==> src/rtl/pp_mul_pkg.sv <==
package pp_mul_pkg;
  // operand width of the cell (structure below is built for 2)
  localparam int OPW       = 2;
  localparam int PROD_W    = 2 * OPW;
  // gate population
  localparam int N_CPY     = 2 * OPW;        // one copy gate per operand bit
  localparam int N_AND     = OPW * OPW;      // one product gate per bit pair
  localparam int N_HA      = 2;              // half adders
  localparam int CPY_OUTS  = 3;
  localparam int AND_OUTS  = 3;
  localparam int HA_OUTS   = 4;
  // flat gate-output index space used by fault injection
  localparam int OFS_CPY   = 0;
  localparam int OFS_AND   = OFS_CPY + N_CPY * CPY_OUTS;
  localparam int OFS_HA    = OFS_AND + N_AND * AND_OUTS;
  localparam int GATE_OUTS = OFS_HA + N_HA * HA_OUTS;
  localparam int FSEL_W    = $clog2(GATE_OUTS);
  // garbage: copy pass-through, two per product gate, two per half adder
  localparam int GOFS_AND  = N_CPY;
  localparam int GOFS_HA   = GOFS_AND + 2 * N_AND;
  localparam int GARB_W    = GOFS_HA + 2 * N_HA;

  typedef struct packed {
    logic [PROD_W-1:0] prod;
    logic [GARB_W-1:0] garb;
  } cell_out_t;
endpackage

==> src/rtl/pp_gate_copy.sv <==
// 3-in/3-out fan-out gate: p = a, q = a ^ b, r = a ^ c
module pp_gate_copy (
  input  logic a_i,
  input  logic b_i,
  input  logic c_i,
  output logic p_o,
  output logic q_o,
  output logic r_o
);
  assign p_o = a_i;
  assign q_o = a_i ^ b_i;
  assign r_o = a_i ^ c_i;

  always_comb begin
    a_r2_copy_parity: assert (^{p_o, q_o, r_o} == ^{a_i, b_i, c_i});
  end
endmodule

==> src/rtl/pp_gate_mux.sv <==
// 3-in/3-out parity-preserving mux gate:
// p = a ^ b, q = (~b & c) ^ (a & ~c), r = (b & c) ^ (a & ~c)
module pp_gate_mux (
  input  logic a_i,
  input  logic b_i,
  input  logic c_i,
  output logic p_o,
  output logic q_o,
  output logic r_o
);
  assign p_o = a_i ^ b_i;
  assign q_o = (~b_i & c_i) ^ (a_i & ~c_i);
  assign r_o = (b_i & c_i) ^ (a_i & ~c_i);

  always_comb begin
    a_r2_mux_parity: assert (^{p_o, q_o, r_o} == ^{a_i, b_i, c_i});
  end
endmodule

==> src/rtl/pp_gate_ha.sv <==
// 4-in/4-out parity-preserving gate, half adder when c = d = 0:
// p = a, q = a ^ b, r = (a & b) ^ c, s = (b & d) ^ (~b & (a ^ d))
module pp_gate_ha (
  input  logic a_i,
  input  logic b_i,
  input  logic c_i,
  input  logic d_i,
  output logic p_o,
  output logic q_o,
  output logic r_o,
  output logic s_o
);
  assign p_o = a_i;
  assign q_o = a_i ^ b_i;
  assign r_o = (a_i & b_i) ^ c_i;
  assign s_o = (b_i & d_i) ^ (~b_i & (a_i ^ d_i));

  always_comb begin
    a_r2_ha_parity: assert (^{p_o, q_o, r_o, s_o} == ^{a_i, b_i, c_i, d_i});
  end
endmodule

==> src/rtl/pp_parity_chk.sv <==
// Boundary parity comparison: inputs and zero ancillas vs cell outputs
module pp_parity_chk
  import pp_mul_pkg::*;
(
  input  logic [OPW-1:0] a_i,
  input  logic [OPW-1:0] b_i,
  input  cell_out_t      cell_i,
  output logic           mismatch_o
);
  logic in_par;
  logic out_par;

  // ancillas are all zero and contribute nothing to the input parity
  assign in_par     = ^{a_i, b_i};
  assign out_par    = ^{cell_i.prod, cell_i.garb};
  assign mismatch_o = in_par ^ out_par;
endmodule

==> src/rtl/pp_mul2x2.sv <==
module pp_mul2x2
  import pp_mul_pkg::*;
(
  input  logic              clk,
  input  logic              rst,
  input  logic [OPW-1:0]    a_i,
  input  logic [OPW-1:0]    b_i,
  input  logic              fault_en_i,
  input  logic [FSEL_W-1:0] fault_sel_i,
  output logic [PROD_W-1:0] prod_o,
  output logic [GARB_W-1:0] garbage_o,
  output logic              err_o
);
  localparam logic ANC = 1'b0;

  logic [GATE_OUTS-1:0] fmask;
  logic [N_CPY-1:0]     src;
  logic [2:0]           cpy_o [N_CPY];
  logic [2:0]           and_o [N_AND];
  logic [3:0]           ha0_raw, ha1_raw, ha0_o, ha1_o;
  cell_out_t            cell_c;
  logic                 err_c;

  // one-hot inversion mask over the flat gate-output index space
  always_comb begin
    fmask = '0;
    if (fault_en_i) fmask[fault_sel_i] = 1'b1;
  end

  assign src = {b_i, a_i};   // copy gate order: a0, a1, b0, b1

  // fan-out stage
  for (genvar g = 0; g < N_CPY; g++) begin : g_cpy
    logic [2:0] raw;
    pp_gate_copy u_cpy (
      .a_i(src[g]), .b_i(ANC), .c_i(ANC),
      .p_o(raw[0]), .q_o(raw[1]), .r_o(raw[2])
    );
    assign cpy_o[g] = raw ^ fmask[OFS_CPY + CPY_OUTS*g +: CPY_OUTS];
  end

  // bit-product stage: gate n forms a[n%2] & b[n/2]
  for (genvar n = 0; n < N_AND; n++) begin : g_and
    localparam int AI = n % OPW;
    localparam int BI = OPW + n / OPW;
    localparam int AK = (n / OPW == 0) ? 1 : 2;
    localparam int BK = (n % OPW == 0) ? 1 : 2;
    logic [2:0] raw;
    pp_gate_mux u_and (
      .a_i(ANC), .b_i(cpy_o[AI][AK]), .c_i(cpy_o[BI][BK]),
      .p_o(raw[0]), .q_o(raw[1]), .r_o(raw[2])
    );
    assign and_o[n] = raw ^ fmask[OFS_AND + AND_OUTS*n +: AND_OUTS];
  end

  // first half adder: a1b0 + a0b1 -> sum is product bit 1, carry onward
  pp_gate_ha u_ha0 (
    .a_i(and_o[1][2]), .b_i(and_o[2][2]), .c_i(ANC), .d_i(ANC),
    .p_o(ha0_raw[0]), .q_o(ha0_raw[1]), .r_o(ha0_raw[2]), .s_o(ha0_raw[3])
  );
  assign ha0_o = ha0_raw ^ fmask[OFS_HA +: HA_OUTS];

  // second half adder: a1b1 + carry -> product bits 2 and 3
  pp_gate_ha u_ha1 (
    .a_i(and_o[3][2]), .b_i(ha0_o[2]), .c_i(ANC), .d_i(ANC),
    .p_o(ha1_raw[0]), .q_o(ha1_raw[1]), .r_o(ha1_raw[2]), .s_o(ha1_raw[3])
  );
  assign ha1_o = ha1_raw ^ fmask[OFS_HA + HA_OUTS +: HA_OUTS];

  // collect every unconsumed gate output
  always_comb begin
    cell_c.prod = {ha1_o[2], ha1_o[1], ha0_o[1], and_o[0][2]};
    for (int g = 0; g < N_CPY; g++) cell_c.garb[g] = cpy_o[g][0];
    for (int n = 0; n < N_AND; n++) begin
      cell_c.garb[GOFS_AND + 2*n]     = and_o[n][0];
      cell_c.garb[GOFS_AND + 2*n + 1] = and_o[n][1];
    end
    cell_c.garb[GOFS_HA]     = ha0_o[0];
    cell_c.garb[GOFS_HA + 1] = ha0_o[3];
    cell_c.garb[GOFS_HA + 2] = ha1_o[0];
    cell_c.garb[GOFS_HA + 3] = ha1_o[3];
  end

  pp_parity_chk u_chk (
    .a_i(a_i), .b_i(b_i), .cell_i(cell_c), .mismatch_o(err_c)
  );

  always_ff @(posedge clk) begin
    if (rst) begin
      prod_o    <= '0;
      garbage_o <= '0;
      err_o     <= 1'b0;
    end else begin
      prod_o    <= cell_c.prod;
      garbage_o <= cell_c.garb;
      err_o     <= err_c;
    end
  end

  // fault-free cell keeps boundary parity
  always_comb begin
    if (!fault_en_i) a_r2_cell_parity: assert (err_c == 1'b0);
  end

  // registered product equals the captured operands multiplied
  a_r1_product: assert property (@(posedge clk) disable iff (rst)
    !fault_en_i |=> prod_o == ({2'b00, $past(a_i)} * {2'b00, $past(b_i)}));

  // no flag without an injected fault
  a_r3_quiet: assert property (@(posedge clk) disable iff (rst)
    !fault_en_i |=> !err_o);

  // any single inverted gate output is flagged
  a_r4_detect: assert property (@(posedge clk) disable iff (rst)
    fault_en_i |=> err_o);
endmodule

==> config.mk <==
export PLATFORM = sky130hd
export DESIGN_NAME = pp_mul2x2
export DESIGN_NICKNAME = d
export VERILOG_FILES = /design/src/rtl/pp_mul_pkg.sv /design/src/rtl/pp_gate_copy.sv /design/src/rtl/pp_gate_mux.sv /design/src/rtl/pp_gate_ha.sv /design/src/rtl/pp_parity_chk.sv /design/src/rtl/pp_mul2x2.sv
export SDC_FILE = /design/constraint.sdc
export NUM_CORES = 1
export LEC_CHECK = 0
export ABC_AREA = 0
export ABC_CLOCK_PERIOD_IN_PS = 7600
export BUFFER_PORTS_ARGS = -buffer_cell sky130_fd_sc_hd__buf_4
export CORE_MARGIN = 2
export CORE_UTILIZATION = 60
export DETAILED_ROUTE_END_ITERATION = 10
export MAX_ROUTING_LAYER = met4
export PLACE_DENSITY = 0.86
export RECOVER_POWER = 50
export REMOVE_ABC_BUFFERS = 1
export SYNTH_ARGS = -nofsm -noshare
export SYNTH_HDL_FRONTEND = slang
export SYNTH_SLANG_ARGS = --single-unit
==> constraint.sdc <==
create_clock -name clk -period 7.6 [get_ports clk]
set_clock_uncertainty 0.15 [all_clocks]
set_input_delay 0.76 -clock clk [delete_from_list [all_inputs] [get_ports clk]]
set_output_delay 0.76 -clock clk [all_outputs]
set_load 0.05 [all_outputs]
=== Yosys cells after proc, flatten, opt, wreduce, memory -nomap -nowiden ===
Index checks and enable logic that the tools add are counted.

* Bits in registers: 21
* Input bits: 12
* Output and inout port bits: 21

* Magnitude comparators: 2
* Multiplexer cells: 3
* Bitwise operators: 31
* Reductions and logical operators: 3

{| class="wikitable"
|+ Operators by type and width
! operator !! number
|-
| $mux W32 || 1
|-
| $xor A3 B3 Y3 || 8
|-
| $reduce_xor A20 Y1 || 1
|-
| $and A1 B1 Y1 || 12
|-
| $xor A4 B4 Y4 || 2
|-
| $lt A5 B6 Y1 const B || 1
|-
| $not A1 Y1 || 6
|-
| $demux W1 S5 || 1
|-
| $ge A5 B1 Y1 const B || 1
|-
| $reduce_xor A4 Y1 || 1
|-
| $xor A1 B1 Y1 || 3
|-
| $logic_and A1 B1 Y1 || 1
|-
| $mux W1 || 1
|}

=== Depth between registers and ports, before layout ===
Gate-level depths: netlist of the first run.

* Word-level depth: 17
* Mapped depth: 20
* Gate-level depth less buffers: 18

=== Cells and area by module ===
A second synthesis of the first run with hierarchy kept.

* Cell total of the unflattened synthesis: 218
* Area, all modules: 1714.1 um2

{| class="wikitable"
|+ By module, submodules not included
! module !! times used !! cells each !! area each (um2) !! seq. area each (um2)
|-
| pp_mul2x2 || 1 || 150 || 1164.9 || 420.4
|-
| pp_parity_chk || 1 || 22 || 206.4 || 0.0
|-
| pp_gate_mux || 4 || 6 || 31.3 || 0.0
|-
| pp_gate_ha || 2 || 5 || 58.8 || 0.0
|-
| pp_gate_copy || 4 || 3 || 25.0 || 0.0
|}

=== Worst setup path before layout of the first run ===
Ideal clock, no wire load.

* Path kind: input to register
* Start point: input fault_sel_i[1]
* End point: register err_o
* Data arrival time: 4235 ps
* Setup slack: 3150 ps
* Stages: 18
* Buffers on the path: 2
* Path through: buf_2 clkbuf_1 nor2b_1 nand2_1 nor3_1 a211oi_1 a311oi_1 ha_1 xnor2_1 ha_1 xnor2_1 xnor2_1 xnor2_1 xnor3_1 xnor2_1 xnor3_1 xnor3_1 nor2_1

* Word-level cells in the longest chain between the ends: 15

{| class="wikitable"
|+ Ends and longest elaborated chain
! element !! RTL line !! RTL
|-
| start: declaration || pp_mul2x2.sv:9 || <nowiki>input logic [FSEL_W-1:0] fault_sel_i,</nowiki>
|-
| $lt A5 B6 Y1 (not written as such) / $ge A5 B1 Y1 (equally long branches) || pp_mul2x2.sv:27 || <nowiki>if (fault_en_i) fmask[fault_sel_i] = 1'b1;</nowiki>
|-
| $logic_and A1 B1 Y1 (not written as such) || pp_mul2x2.sv:27 ||
|-
| $mux W1 (not written as such) || pp_mul2x2.sv:27 ||
|-
| $demux W1 S5 * || pp_mul2x2.sv:27 ||
|-
| $mux W32 * || pp_mul2x2.sv:27 ||
|-
| $xor A3 B3 Y3 || pp_mul2x2.sv:39 || <nowiki>assign cpy_o[g] = raw ^ fmask[OFS_CPY + CPY_OUTS*g +: CPY_OUTS];</nowiki>
|-
| $and A1 B1 Y1 || pp_gate_mux.sv:13 || <nowiki>assign r_o = (b_i & c_i) ^ (a_i & ~c_i);</nowiki>
|-
| $xor A3 B3 Y3 || pp_mul2x2.sv:53 || <nowiki>assign and_o[n] = raw ^ fmask[OFS_AND + AND_OUTS*n +: AND_OUTS];</nowiki>
|-
| $and A1 B1 Y1 || pp_gate_ha.sv:15 || <nowiki>assign r_o = (a_i & b_i) ^ c_i;</nowiki>
|-
| $xor A4 B4 Y4 || pp_mul2x2.sv:61 || <nowiki>assign ha0_o = ha0_raw ^ fmask[OFS_HA +: HA_OUTS];</nowiki>
|-
| $not A1 Y1 || pp_gate_ha.sv:16 || <nowiki>assign s_o = (b_i & d_i) ^ (~b_i & (a_i ^ d_i));</nowiki>
|-
| $and A1 B1 Y1 || pp_gate_ha.sv:16 ||
|-
| $xor A4 B4 Y4 || pp_mul2x2.sv:68 || <nowiki>assign ha1_o = ha1_raw ^ fmask[OFS_HA + HA_OUTS +: HA_OUTS];</nowiki>
|-
| $reduce_xor A20 Y1 * || pp_parity_chk.sv:15 || <nowiki>assign out_par = ^{cell_i.prod, cell_i.garb};</nowiki>
|-
| $xor A1 B1 Y1 * || pp_parity_chk.sv:16 || <nowiki>assign mismatch_o = in_par ^ out_par;</nowiki>
|-
| end signal: assignment || pp_mul2x2.sv:96 || <nowiki>err_o <= err_c;</nowiki>
|-
| end: declaration || pp_mul2x2.sv:12 || <nowiki>output logic err_o</nowiki>
|}

Mark *: on every way between the ends. The rest lies on a longest branch, timed or not.
A chain may end at the register's enable or synchronous reset.

=== Worst setup path after layout of the first run ===
* Start point: input fault_sel_i[0]
* End point: register err_o

Same word-level chain as after synthesis.

==> results.md, run 1 <==
- Status: finished, final reports clean
- Ys flop type: dfxtp_1
- CTS max path bufs: 2
- Power Dens Cells: 163 mW/mm^2
- Peak supply drop: 0.000161 V
- RSZ-0062 raised after global routing: false
- Post-route ant nets: 0
- Sequential share of power: 0.395
- Final core occ: 0.684
- Initial antenna violation count: 0
- Setup violators final: 0
- Die height: 57.5 um
- CTS tree: done
- Vias post-DR: 1,651
- DIE AREA: 0.00330 sq mm
- Yosys warns: 0
- IO buf count: 32
- Max-slew violation count: 0
- H-tree lvl count: 1
- Relative slew slack: 0.516
- FF/Latch Area: 420 sq um
- Leak pwr: 0.709 nW
- # diodes: 0
- Die width: 57.5 um
- Synthesized area: 0.00172 sq mm
- Post-Synthesis Cells: 224
- # nets final: 257
- Worst EP arrival: 4540 ps
- Setup_tns: 0 ps
- Placed Area: 0.00191 sq mm
- Tmin final: 4430 ps
- Ranking of synthesized cells by area: dfxtp_1 25%, xnor2_1 7.7%, nor2_1 7.2%
- Multi-input combinational cell area: 0.00119 sq mm
- Tot Pwr: 0.000305 W
- Layout area overhead: 8.97%
- Hold buffer count at cts: 0
- Clock power share: 0.186
- Register bit total from synthesis: 21
- Io pins: 33
- Top-area cell type share of the netlist area: 0.245
- Crit. End Element: flop
- Design Area, Final: 0.00187 sq mm
- Crit Path Max Fanout: 21
- Post-synth ARST share: 0
- # DRC: 0
- Largest net degree at the start of global routing: 34
- Measured slew at the worst slew-check pin: 726 ps
- First-pass GRT wire length: 6.69 mm
- Fin crit share: 0.583
- GRT Residual Overflow: 0
- Post-CTS setup buffers: 0
- CORE AREA: 0.00273 sq mm
- Routed WL: 4.13 mm
- Vias in the first global route: 1,376
- Hold Fails Final Rpt: 0
- Switching share of power: 0.385
- Syn Area/Cell: 7.66 sq um
- Starting Density: 0.627
- Sequential area share after synthesis: 0.245
- Fmax: 226 MHz
- Root Driver: clkbuf_4
- Number of flops mapped to enable cells by yosys: 0
- Vias per cell: 6.09
- Library cells used by synthesis: 50
- GRT Util Overall: 0.272
- Initial DRT Pass Iterations: 4
- Internal power: 0.000188 W
- Reg clk slew, reported paths: 120 ps
- Sw power: 0.000117 W
- Drt wl/cell: 15.2 um
- HP Class: primary input to flop
- Critical setup path kind: primary input to flop
- Startpoint types: primary input
- Placer Congestion: 0.990
- Row count: 19
- Gate power share: 0.419
- Post-DP HPWL: 3.00 mm
- Cts bufs inserted: 3
- Share of cells above drive strength 1: 0.104
- Required time of the critical path: 7710 ps
- Sink Count: 21
- Filler instances: 266
- Leading area contributor after synthesis: dfxtp_1
- First DRT Iteration DRCs: 93
- CTS resizes: 0
- Maxcap violations: 0
[critical path: stages]
cell and delay (ps):
clkbuf_1 310, nor3b_1 530, nand3_1 190, nor2_1 120
a211oi_1 60, a311oi_1 320, ha_1 220, xnor2_1 140
ha_1 300, xnor2_1 200, xnor2_1 160, xnor2_1 150
xnor3_1 260, xnor2_1 160, xnor3_1 240, xnor3_1 330
nor2_1 100
[layout by cell type (no fill, tap or decap), drive strengths merged, types with 2 or more instances in the layout]
| cell type | netlist | routed |
|---|---|---|
| nor2 | 33 | 33 |
| dfxtp | 21 | 21 |
| clkbuf | 11 | 20 |
| nand2 | 19 | 19 |
| xnor2 | 15 | 15 |
| buf | 9 | 15 |
| xor2 | 11 | 11 |
| a21oi | 11 | 11 |
| o21ai | 8 | 8 |
| nor3 | 8 | 8 |
| nand3 | 7 | 7 |
| nand2b | 6 | 6 |
| or3 | 4 | 4 |
| nor2b | 4 | 4 |
| nor4 | 4 | 4 |
| ha | 4 | 4 |
| or2 | 3 | 3 |
| inv | 3 | 3 |
| o22ai | 3 | 3 |
| o21a | 3 | 3 |
| xnor3 | 3 | 3 |
| nand4bb | 2 | 2 |
| o2bb2ai | 2 | 2 |
| nor3b | 2 | 2 |
| nor4bb | 2 | 2 |
| o211ai | 2 | 2 |
| o22a | 2 | 2 |
| and3 | 2 | 2 |
| a22oi | 2 | 2 |
[metrics by stage]
stage | hold slack (ps) | instances | worst slack [ps]
after floorplan | 679 | 204 | 3570
after global placement | 938 | 267 | 3090
after detailed placement | 945 | 267 | 3050
after CTS | 614 | 271 | 3380
after global routing | 617 | 271 | 2890
final | 610 | 271 | 3170
[sequential cells by signal, summed over array words and instances (netlist names)]
| register | flops |
|---|---|
| err_o | 1 |
| prod_o | 4 |
| garbage_o | 16 |
[power groups by stage]
stage          Sequential (W)  Combinational, W  Clock (W)
6_report             0.000121          0.000128  0.0000566
5_1_grt              0.000121          0.000136  0.0000614
4_1_cts              0.000121          0.000132  0.0000576
3_5_place_dp         0.000123          0.000132          0
3_3_place_gp         0.000123          0.000130          0
2_1_floorplan        0.000151         0.0000635          0
[cell type report]
type                       count  share of cell area
inverter                       3             0.00602
timing repair buffer          32              0.0944
clock buffer                   3              0.0120
multi-input combinational    180               0.639
tap                           31              0.0207
clock inverter                 1             0.00268
sequential                    21               0.225
[cells in the mapped netlist, drive strengths merged (2+ instances only)]
| cell | count |
|---|---|
| nor4 | 4 |
| and3 | 2 |
| nand4bb | 2 |
| xnor2 | 15 |
| nand3 | 7 |
| o22ai | 3 |
| nor2 | 33 |
| or3 | 4 |
| nor2b | 4 |
| xnor3 | 3 |
| ha | 4 |
| dfxtp | 21 |
| nor3 | 8 |
| xor2 | 11 |
| o2bb2ai | 2 |
| o22a | 2 |
| inv | 3 |
| nor4bb | 2 |
| a22oi | 2 |
| clkbuf | 11 |
| nand2 | 19 |
| buf | 9 |
| nand2b | 6 |
| a21oi | 11 |
| o21ai | 8 |
| o21a | 3 |
| o211ai | 2 |
| nor3b | 2 |
| or2 | 3 |
[kinds of logic (layout without fill, tap and decap cells)]
group | Yosys count | count (layout) | share of synthesized area
AOI/OAI and AO/OA | 45 | 45 | 0.190
xor gates and xnor gates | 29 | 29 | 0.172
adders and majority gates | 4 | 4 | 0.0292
buffers and inverters | 23 | 39 | 0.0583
DFF | 21 | 21 | 0.245
and+or+nand+nor | 102 | 102 | 0.305
[per-layer routing]
layer  up-vias  global-route usage  wire [um]
li1        810                   -          -
met1       739               0.376       1690
met2        93               0.411       1930
met3         9              0.0227        418
met4         0               0.110         94
met5         -                   -          0
[final timing paths]
kind / start / end / slack [ps] / cells after the start
min: rst / garbage_o[9]$_SDFF_PP0_ / 610 / 2
max: fault_sel_i[0] / err_o$_SDFF_PP0_ / 3170 / 17
Power figures use the tool's default switching activity.
==> run 2: changes to the inputs <==
- ABC_CLOCK_PERIOD_IN_PS: 7600 -> 4600
- CORE_UTILIZATION: 60 -> 55
- PLACE_DENSITY: 0.86 -> 0.79
- clock period: 7.6 -> 4.6 ns (I/O delays scaled with it)
==> run 2 against run 1 <==
Clock power increased by 64%. Flip-flop and latch count did not move. Combinational power grew 64%. Critical path depth is the same. Worst hold slack worse by 290 ps. Non-clock buffer count unchanged. Sequential power up 64%. Global-route usage shrank 1.5 points. Critical path type unchanged. Largest power group unchanged.
==> results.md, run 2 (synthesis gave the netlist of run 1 again) <==
- Sink Count: 21 (unchanged)
- CTS resizes: 0 (unchanged)
- GRT Util Overall: 0.257 (was 0.272)
- Starting Density: 0.571 (was 0.627)
- Relative slew slack: 0.603 (was 0.516)
- Maxcap violations: 0 (unchanged)
- Die width: 59.8 um (was 57.5 um)
- Fin crit share: 0.874
- Crit Path Max Fanout: 18 (was 21)
- Post-DP HPWL: 2.97 mm (was 3.00 mm)
- # DRC: 0 (unchanged)
- Largest register FFs: 16 (unchanged)
- Max-slew violation count: 0 (unchanged)
- Worst EP arrival: 4120 ps (was 4540 ps)
- Post-CTS setup buffers: 0 (unchanged)
- Measured slew at the worst slew-check pin: 598 ps (was 726 ps)
- Fmax: 249 MHz
- Reg clk slew, reported paths: 120 ps (about the same)
- # diodes: 0 (unchanged)
- Crit-path slowest cell: nor3b_1 (unchanged)
- Crit-path most repeated cell: xnor2_1 (unchanged)
- CTS tree: done (unchanged)
- Cts bufs inserted: 3 (unchanged)
- Layout area overhead: 9.34% (was 8.97%)
- Hold Fails Final Rpt: 0 (unchanged)
- Post-route ant nets: 0 (unchanged)
- Final core occ: 0.625 (was 0.684)
- GRT Residual Overflow: 0 (unchanged)
- Startpoint types: primary input (unchanged)
- Placer Congestion: 0.943 (was 0.990)
- Leak pwr: 0.713 nW (was 0.709 nW)
- Largest net degree at the start of global routing: 34 (unchanged)
- Largest register by flop count: garbage_o (unchanged)
- DIE AREA: 0.00358 sq mm (was 0.00330 sq mm)
- Routed WL: 4.05 mm (was 4.13 mm)
- HP Class: primary input to flop (unchanged)
- Initial DRT Pass Iterations: 4 (unchanged)
- Tmin final: 4020 ps
- Hold buffer count at cts: 0 (unchanged)
- Crit. End Element: flop (unchanged)
- Design Area, Final: 0.00188 sq mm (was 0.00187 sq mm)
- Row count: 20 (was 19)
- Initial antenna violation count: 0 (unchanged)
- Top Registers: garbage_o (16), prod_o (4), err_o (1) (unchanged)
- Vias in the first global route: 1,402 (was 1,376)
- # nets final: 257 (unchanged)
- First DRT Iteration DRCs: 136 (was 93)
- Status: finished, final reports clean (unchanged)
- Commonest non-fill, non-tap cell in the layout: nor2_1 (unchanged)
- Root Driver: clkbuf_4 (unchanged)
- RSZ-0062 raised after global routing: false (unchanged)
- Required time of the critical path: 4710 ps (was 7710 ps)
- Die height: 59.8 um (was 57.5 um)
- Critical Path Max Stage Delay: 500 ps (was 530 ps)
- Power Dens Cells: 267 mW/mm^2 (was 163 mW/mm^2)
- IO buf count: 32 (unchanged)
- Critical setup path kind: primary input to flop (unchanged)
- CORE AREA: 0.00300 sq mm (was 0.00273 sq mm)
- Vias per cell: 5.95 (was 6.09)
- Commonest non-fill, non-tap cells in the layout: 33 x nor2_1, 21 x dfxtp_1, 19 x nand2_1 (unchanged)
- Io pins: 33 (unchanged)
- Peak supply drop: 0.000119 V (was 0.000161 V)
- Drt wl/cell: 14.8 um (was 15.2 um)
- CP Cell Sequence: buf_4 -> nor3b_1 -> nand3_1 -> nor2_1 -> a211oi_1 -> a311oi_1 -> ha_1 -> xnor2_1 -> ha_1 -> xnor2_1 -> xnor2_1 -> xnor2_1 -> xnor3_1 -> xnor2_1 -> xnor3_1 -> xnor3_1 -> nor2_1 (was clkbuf_1 -> nor3b_1 -> nand3_1 -> nor2_1 -> a211oi_1 -> a311oi_1 -> ha_1 -> xnor2_1 -> ha_1 -> xnor2_1 -> xnor2_1 -> xnor2_1 -> xnor3_1 -> xnor2_1 -> xnor3_1 -> xnor3_1 -> nor2_1)
- H-tree lvl count: 1 (unchanged)
- Placed Area: 0.00191 sq mm (about the same)
- Vias post-DR: 1,625 (was 1,651)
- CTS max path bufs: 2 (unchanged)
- Buf/Inv on CP: 1 (unchanged)
- Share of cells above drive strength 1: 0.108 (was 0.104)
- Crit-path leading delay family: XOR/XNOR gates (unchanged)
- Tot Pwr: 0.000502 W (was 0.000305 W)
- Setup violators final: 0 (unchanged)
- Setup_tns: 0 ps (unchanged)
- First-pass GRT wire length: 6.67 mm (was 6.69 mm)
-- run 2: power breakdown --
group          leakage [nW]  internal, W  switching, W
clock network        0.0177    0.0000325     0.0000603
logic                 0.521    0.0000827      0.000127
registers             0.174     0.000195    0.00000354
-- run 2: final timing paths --
kind / to / cells past startpoint / from
worst min-delay path: garbage_o[1]$_SDFF_PP0_ / 3 / a_i[1]
worst max-delay path: err_o$_SDFF_PP0_ / 17 / fault_sel_i[1]
-- run 2: cell type report --
class / count / area (sq um)
Clock buffer: 3 / 22.5
Tap cell: 33 / 41.3
Sequential cell: 21 / 420
Fill cell: 283 / 1130
Clock inverter: 1 / 5.00
Multi-Input combinational cell: 180 / 1190
Timing Repair Buffer: 32 / 180
Inverter: 3 / 11.3
-- run 2: per-stage QoR --
| step | cells | hold slack (ps) | setup slack, ps |
|---|---|---|---|
| 6_report | 273 | 315 | 582 |
| 5_1_grt | 273 | 316 | 221 |
| 3_3_place_gp | 269 | 638 | 348 |
| 4_1_cts | 273 | 314 | 572 |
| 3_5_place_dp | 269 | 642 | 239 |
| 2_1_floorplan | 204 | 379 | 867 |
-- run 2: per-layer routing --
metal,global-route usage,vias up,wire (um)
met3,0.0390,10,343
met4,0.0730,0,80
met2,0.390,74,1860
met5,-,-,0
met1,0.354,725,1770
li1,-,816,-
==> run 3: changes to the inputs <==
- SYNTH_HIERARCHICAL: not set -> 1
==> run 3 against run 2 <==
Worst setup slack got worse by 1.1 ps. Utilization increased by 3.7 points. First-iteration DRC count fell by 76%. Clock power is 4.8% lower. Sequential power increased by 6%. Die area about the same. Area after synthesis barely moved. Synthesized cell count down 2.7%. Sequential share of layout area is 1.3 points lower. Flip-flop and latch count is the same. Critical path depth rose by 3. Critical path type unchanged. Largest power group unchanged. Highest routed layer unchanged.
==> results.md, run 3 <==
- Max-slew violation count: 0 (unchanged)
- Required time of the critical path: 4640 ps (was 4710 ps)
- HP Class: primary input to flop (unchanged)
- Met3 GRT Util: 0.0260 (was 0.0390)
- CTS max path bufs: 2 (unchanged)
- Most numerous cell in the Yosys netlist: nand2_1 (was nor2_1)
- # nets final: 282 (was 257)
- Relative slew slack: 0.600 (was 0.603)
- Largest register FFs: 16 (unchanged)
- Commonest non-fill, non-tap cells in the layout: 36 x nand2_1, 31 x xnor2_1, 21 x dfxtp_1 (was 33 x nor2_1, 21 x dfxtp_1, 19 x nand2_1)
- RSZ-0062 raised after global routing: false (unchanged)
- Met2 usage: 0.342 (was 0.390)
- Layout area overhead: 15.9% (was 9.34%)
- Leading area contributor after synthesis: dfxtp_1 (unchanged)
- DIE AREA: 0.00358 sq mm (about the same)
- Ys flop type: dfxtp_1 (unchanged)
- Startpoint types: primary input (unchanged)
- Hold_ws: 364 ps (was 315 ps)
- Post-DP HPWL: 2.71 mm (was 2.97 mm)
- Crit. End Element: flop (unchanged)
- Root Driver: clkbuf_4 (unchanged)
- Placer Congestion: 0.894 (was 0.943)
- Top-area cell type share of the netlist area: 0.245 (about the same)
- Critical setup path kind: primary input to flop (unchanged)
- Hold Fails Final Rpt: 0 (unchanged)
- Global routing's busiest layer: met2 (unchanged)
- Setup_tns: 0 ps (unchanged)
- Largest register by flop count: garbage_o (unchanged)
- First DRT Iteration DRCs: 32 (was 136)
- Filler instances: 292 (was 283)
- Reg clk slew, reported paths: 120 ps (about the same)
- Largest net degree at the start of global routing: 26 (was 34)
- Design Area, Final: 0.00199 sq mm (was 0.00188 sq mm)
- Vias in the first global route: 1,203 (was 1,402)
- Vias post-DR: 1,494 (was 1,625)
- Post-synth ARST share: 0 (unchanged)
- Worst EP arrival: 4060 ps (was 4120 ps)
- Vias per cell: 4.98 (was 5.95)
- Row count: 20 (unchanged)
- Status: finished, final reports clean (unchanged)
- Setup violators final: 0 (unchanged)
- Sequential area share after synthesis: 0.245 (about the same)
- Routed WL: 3.34 mm (was 4.05 mm)
- Finished Layout Cells: 300 (was 273)
- Leak pwr: 0.854 nW (was 0.713 nW)
- Maxcap violations: 0 (unchanged)
- Measured slew at the worst slew-check pin: 603 ps (was 598 ps)
- Fin crit share: 0.874 (about the same)
- Hold buffer count at cts: 0 (unchanged)
- Ranking of synthesized cells by area: dfxtp_1 25%, xnor2_1 16%, xor2_1 10% (was dfxtp_1 25%, xnor2_1 7.7%, nor2_1 7.2%)
- Yosys warns: 6 (was 0)
- Number of flops mapped to enable cells by yosys: 0 (unchanged)
- Commonest non-fill, non-tap cell in the layout: nand2_1 (was nor2_1)
- Top Registers: garbage_o (16), prod_o (4), err_o (1) (unchanged)
- CORE AREA: 0.00300 sq mm (unchanged)
- Die height: 59.8 um (about the same)
- Power Dens Cells: 359 mW/mm^2 (was 267 mW/mm^2)
- First-pass GRT wire length: 5.33 mm (was 6.67 mm)
- Buf/Inv on CP: 2 (was 1)
- Synthesized area: 0.00171 sq mm (was 0.00172 sq mm)
- Initial DRT Pass Iterations: 4 (unchanged)
- Starting Density: 0.571 (about the same)
- Library cells used by synthesis: 29 (was 50)
- CTS tree: done (unchanged)
- Crit-path slowest cell: xnor3_1 (was nor3b_1)
- Fmax: 249 MHz (about the same)
- # diodes: 0 (unchanged)
- Tmin final: 4020 ps (about the same)
- Initial antenna violation count: 0 (unchanged)
- Critical Path Max Stage Delay: 390 ps (was 500 ps)
- GR Layer Usage met1: 0.263 (was 0.354)
- IO buf count: 32 (unchanged)
- Drt wl/cell: 11.1 um (was 14.8 um)
- H-tree lvl count: 1 (unchanged)
- # DRC: 0 (unchanged)
- Post-route ant nets: 0 (unchanged)
- Post-Synthesis Cells: 218 (was 224)
- Placed insts: 296 (was 269)
- Sink Count: 21 (unchanged)
- Synth cell count leaders: 36 x nand2_1, 31 x xnor2_1, 21 x dfxtp_1 (was 33 x nor2_1, 21 x dfxtp_1, 19 x nand2_1)
- CP Cell Sequence: clkbuf_1 -> nor3b_1 -> clkbuf_1 -> nand2_1 -> xnor2_1 -> nand2_1 -> nand2_1 -> xor2_1 -> ha_1 -> xor2_1 -> xor2_1 -> ha_1 -> xor2_1 -> or3_1 -> nand2_1 -> xnor2_1 -> xnor2_1 -> xnor2_1 -> xnor3_1 -> nor2b_1 (was buf_4 -> nor3b_1 -> nand3_1 -> nor2_1 -> a211oi_1 -> a311oi_1 -> ha_1 -> xnor2_1 -> ha_1 -> xnor2_1 -> xnor2_1 -> xnor2_1 -> xnor3_1 -> xnor2_1 -> xnor3_1 -> xnor3_1 -> nor2_1)
- CTS resizes: 0 (unchanged)
- Syn Area/Cell: 7.86 sq um (was 7.66 sq um)
- Placed Area: 0.00203 sq mm (was 0.00191 sq mm)
- Cts bufs inserted: 3 (unchanged)
- Die width: 59.8 um (about the same)
- Crit Path Max Fanout: 8 (was 18)
- Post-CTS setup buffers: 0 (unchanged)
- Register bit total from synthesis: 21 (unchanged)
- GRT Residual Overflow: 0 (unchanged)
- Peak supply drop: 0.000151 V (was 0.000119 V)
- GRT Util Overall: 0.206 (was 0.257)
- Share of cells above drive strength 1: 0.0936 (was 0.108)
- Io pins: 33 (unchanged)
- Crit-path leading delay family: XOR/XNOR gates (unchanged)
==> run 3: cell count changes in the layout (fill, tap and decap cells not counted), moves of 7 or more <==
cell | before | now
xnor2_1 | 15 | 31
nor3_1 | 8 | 1
xor2_1 | 11 | 20
o21ai_0 | 8 | 20
or3_1 | 4 | 16
nand2_1 | 19 | 36
conb_1 | 0 | 20
nor2_1 | 33 | 8
==> run 3: cell families after synthesis <==
kind of cell,share of synthesized area
xor gates and xnor gates,0.293
and+or+nand+nor,0.272
AOI/OAI and AO/OA,0.105
other,0.00219
buffers and inverters,0.0423
muxes,0.0263
adders and majority gates,0.0146
DFF,0.245
==> run 3: stage by stage <==
step | total power (W) | setup slack (ps) | utilization
5_1_grt | 0.000764 | 244 | 0.662
4_1_cts | 0.000739 | 690 | 0.685
6_report | 0.000714 | 581 | 0.662
3_5_place_dp | 0.000649 | 362 | 0.677
3_3_place_gp | 0.000641 | 454 | 0.677
2_1_floorplan | 0.000558 | 570 | -
==> run 3: layout make-up <==
class | count | area (sq um) | area share
Tap cell | 33 | 41.3 | 0.0208
Clock buffer | 4 | 26.3 | 0.0132
Sequential cell | 21 | 420 | 0.212
Inverter | 4 | 15.0 | 0.00756
Multi-Input combinational cell | 203 | 1290 | 0.651
Timing Repair Buffer | 35 | 191 | 0.0963
==> run 3: where the power goes <==
| group | total, W | switching [W] | leakage (nW) | internal (W) |
|---|---|---|---|---|
| Clock | 0.0000884 | 0.0000546 | 0.0150 | 0.0000338 |
| Sequential | 0.000211 | 0.00000483 | 0.175 | 0.000206 |
| Combinational | 0.000415 | 0.000228 | 0.664 | 0.000187 |
==> run 3: final timing paths <==
check / from / endpoint / slack (ps) / cells after the start
setup / recovery: fault_sel_i[3] / err_o$_SDFF_PP0_ / 580 / 20
hold / removal: rst / garbage_o[5]$_SDFF_PP0_ / 360 / 2
==> run 3: routing by layer <==
metal  wire [um]  share of wire
met1        1630           0.49
met2        1540           0.46
met3         132          0.040
met4          42          0.013
met5           0              0
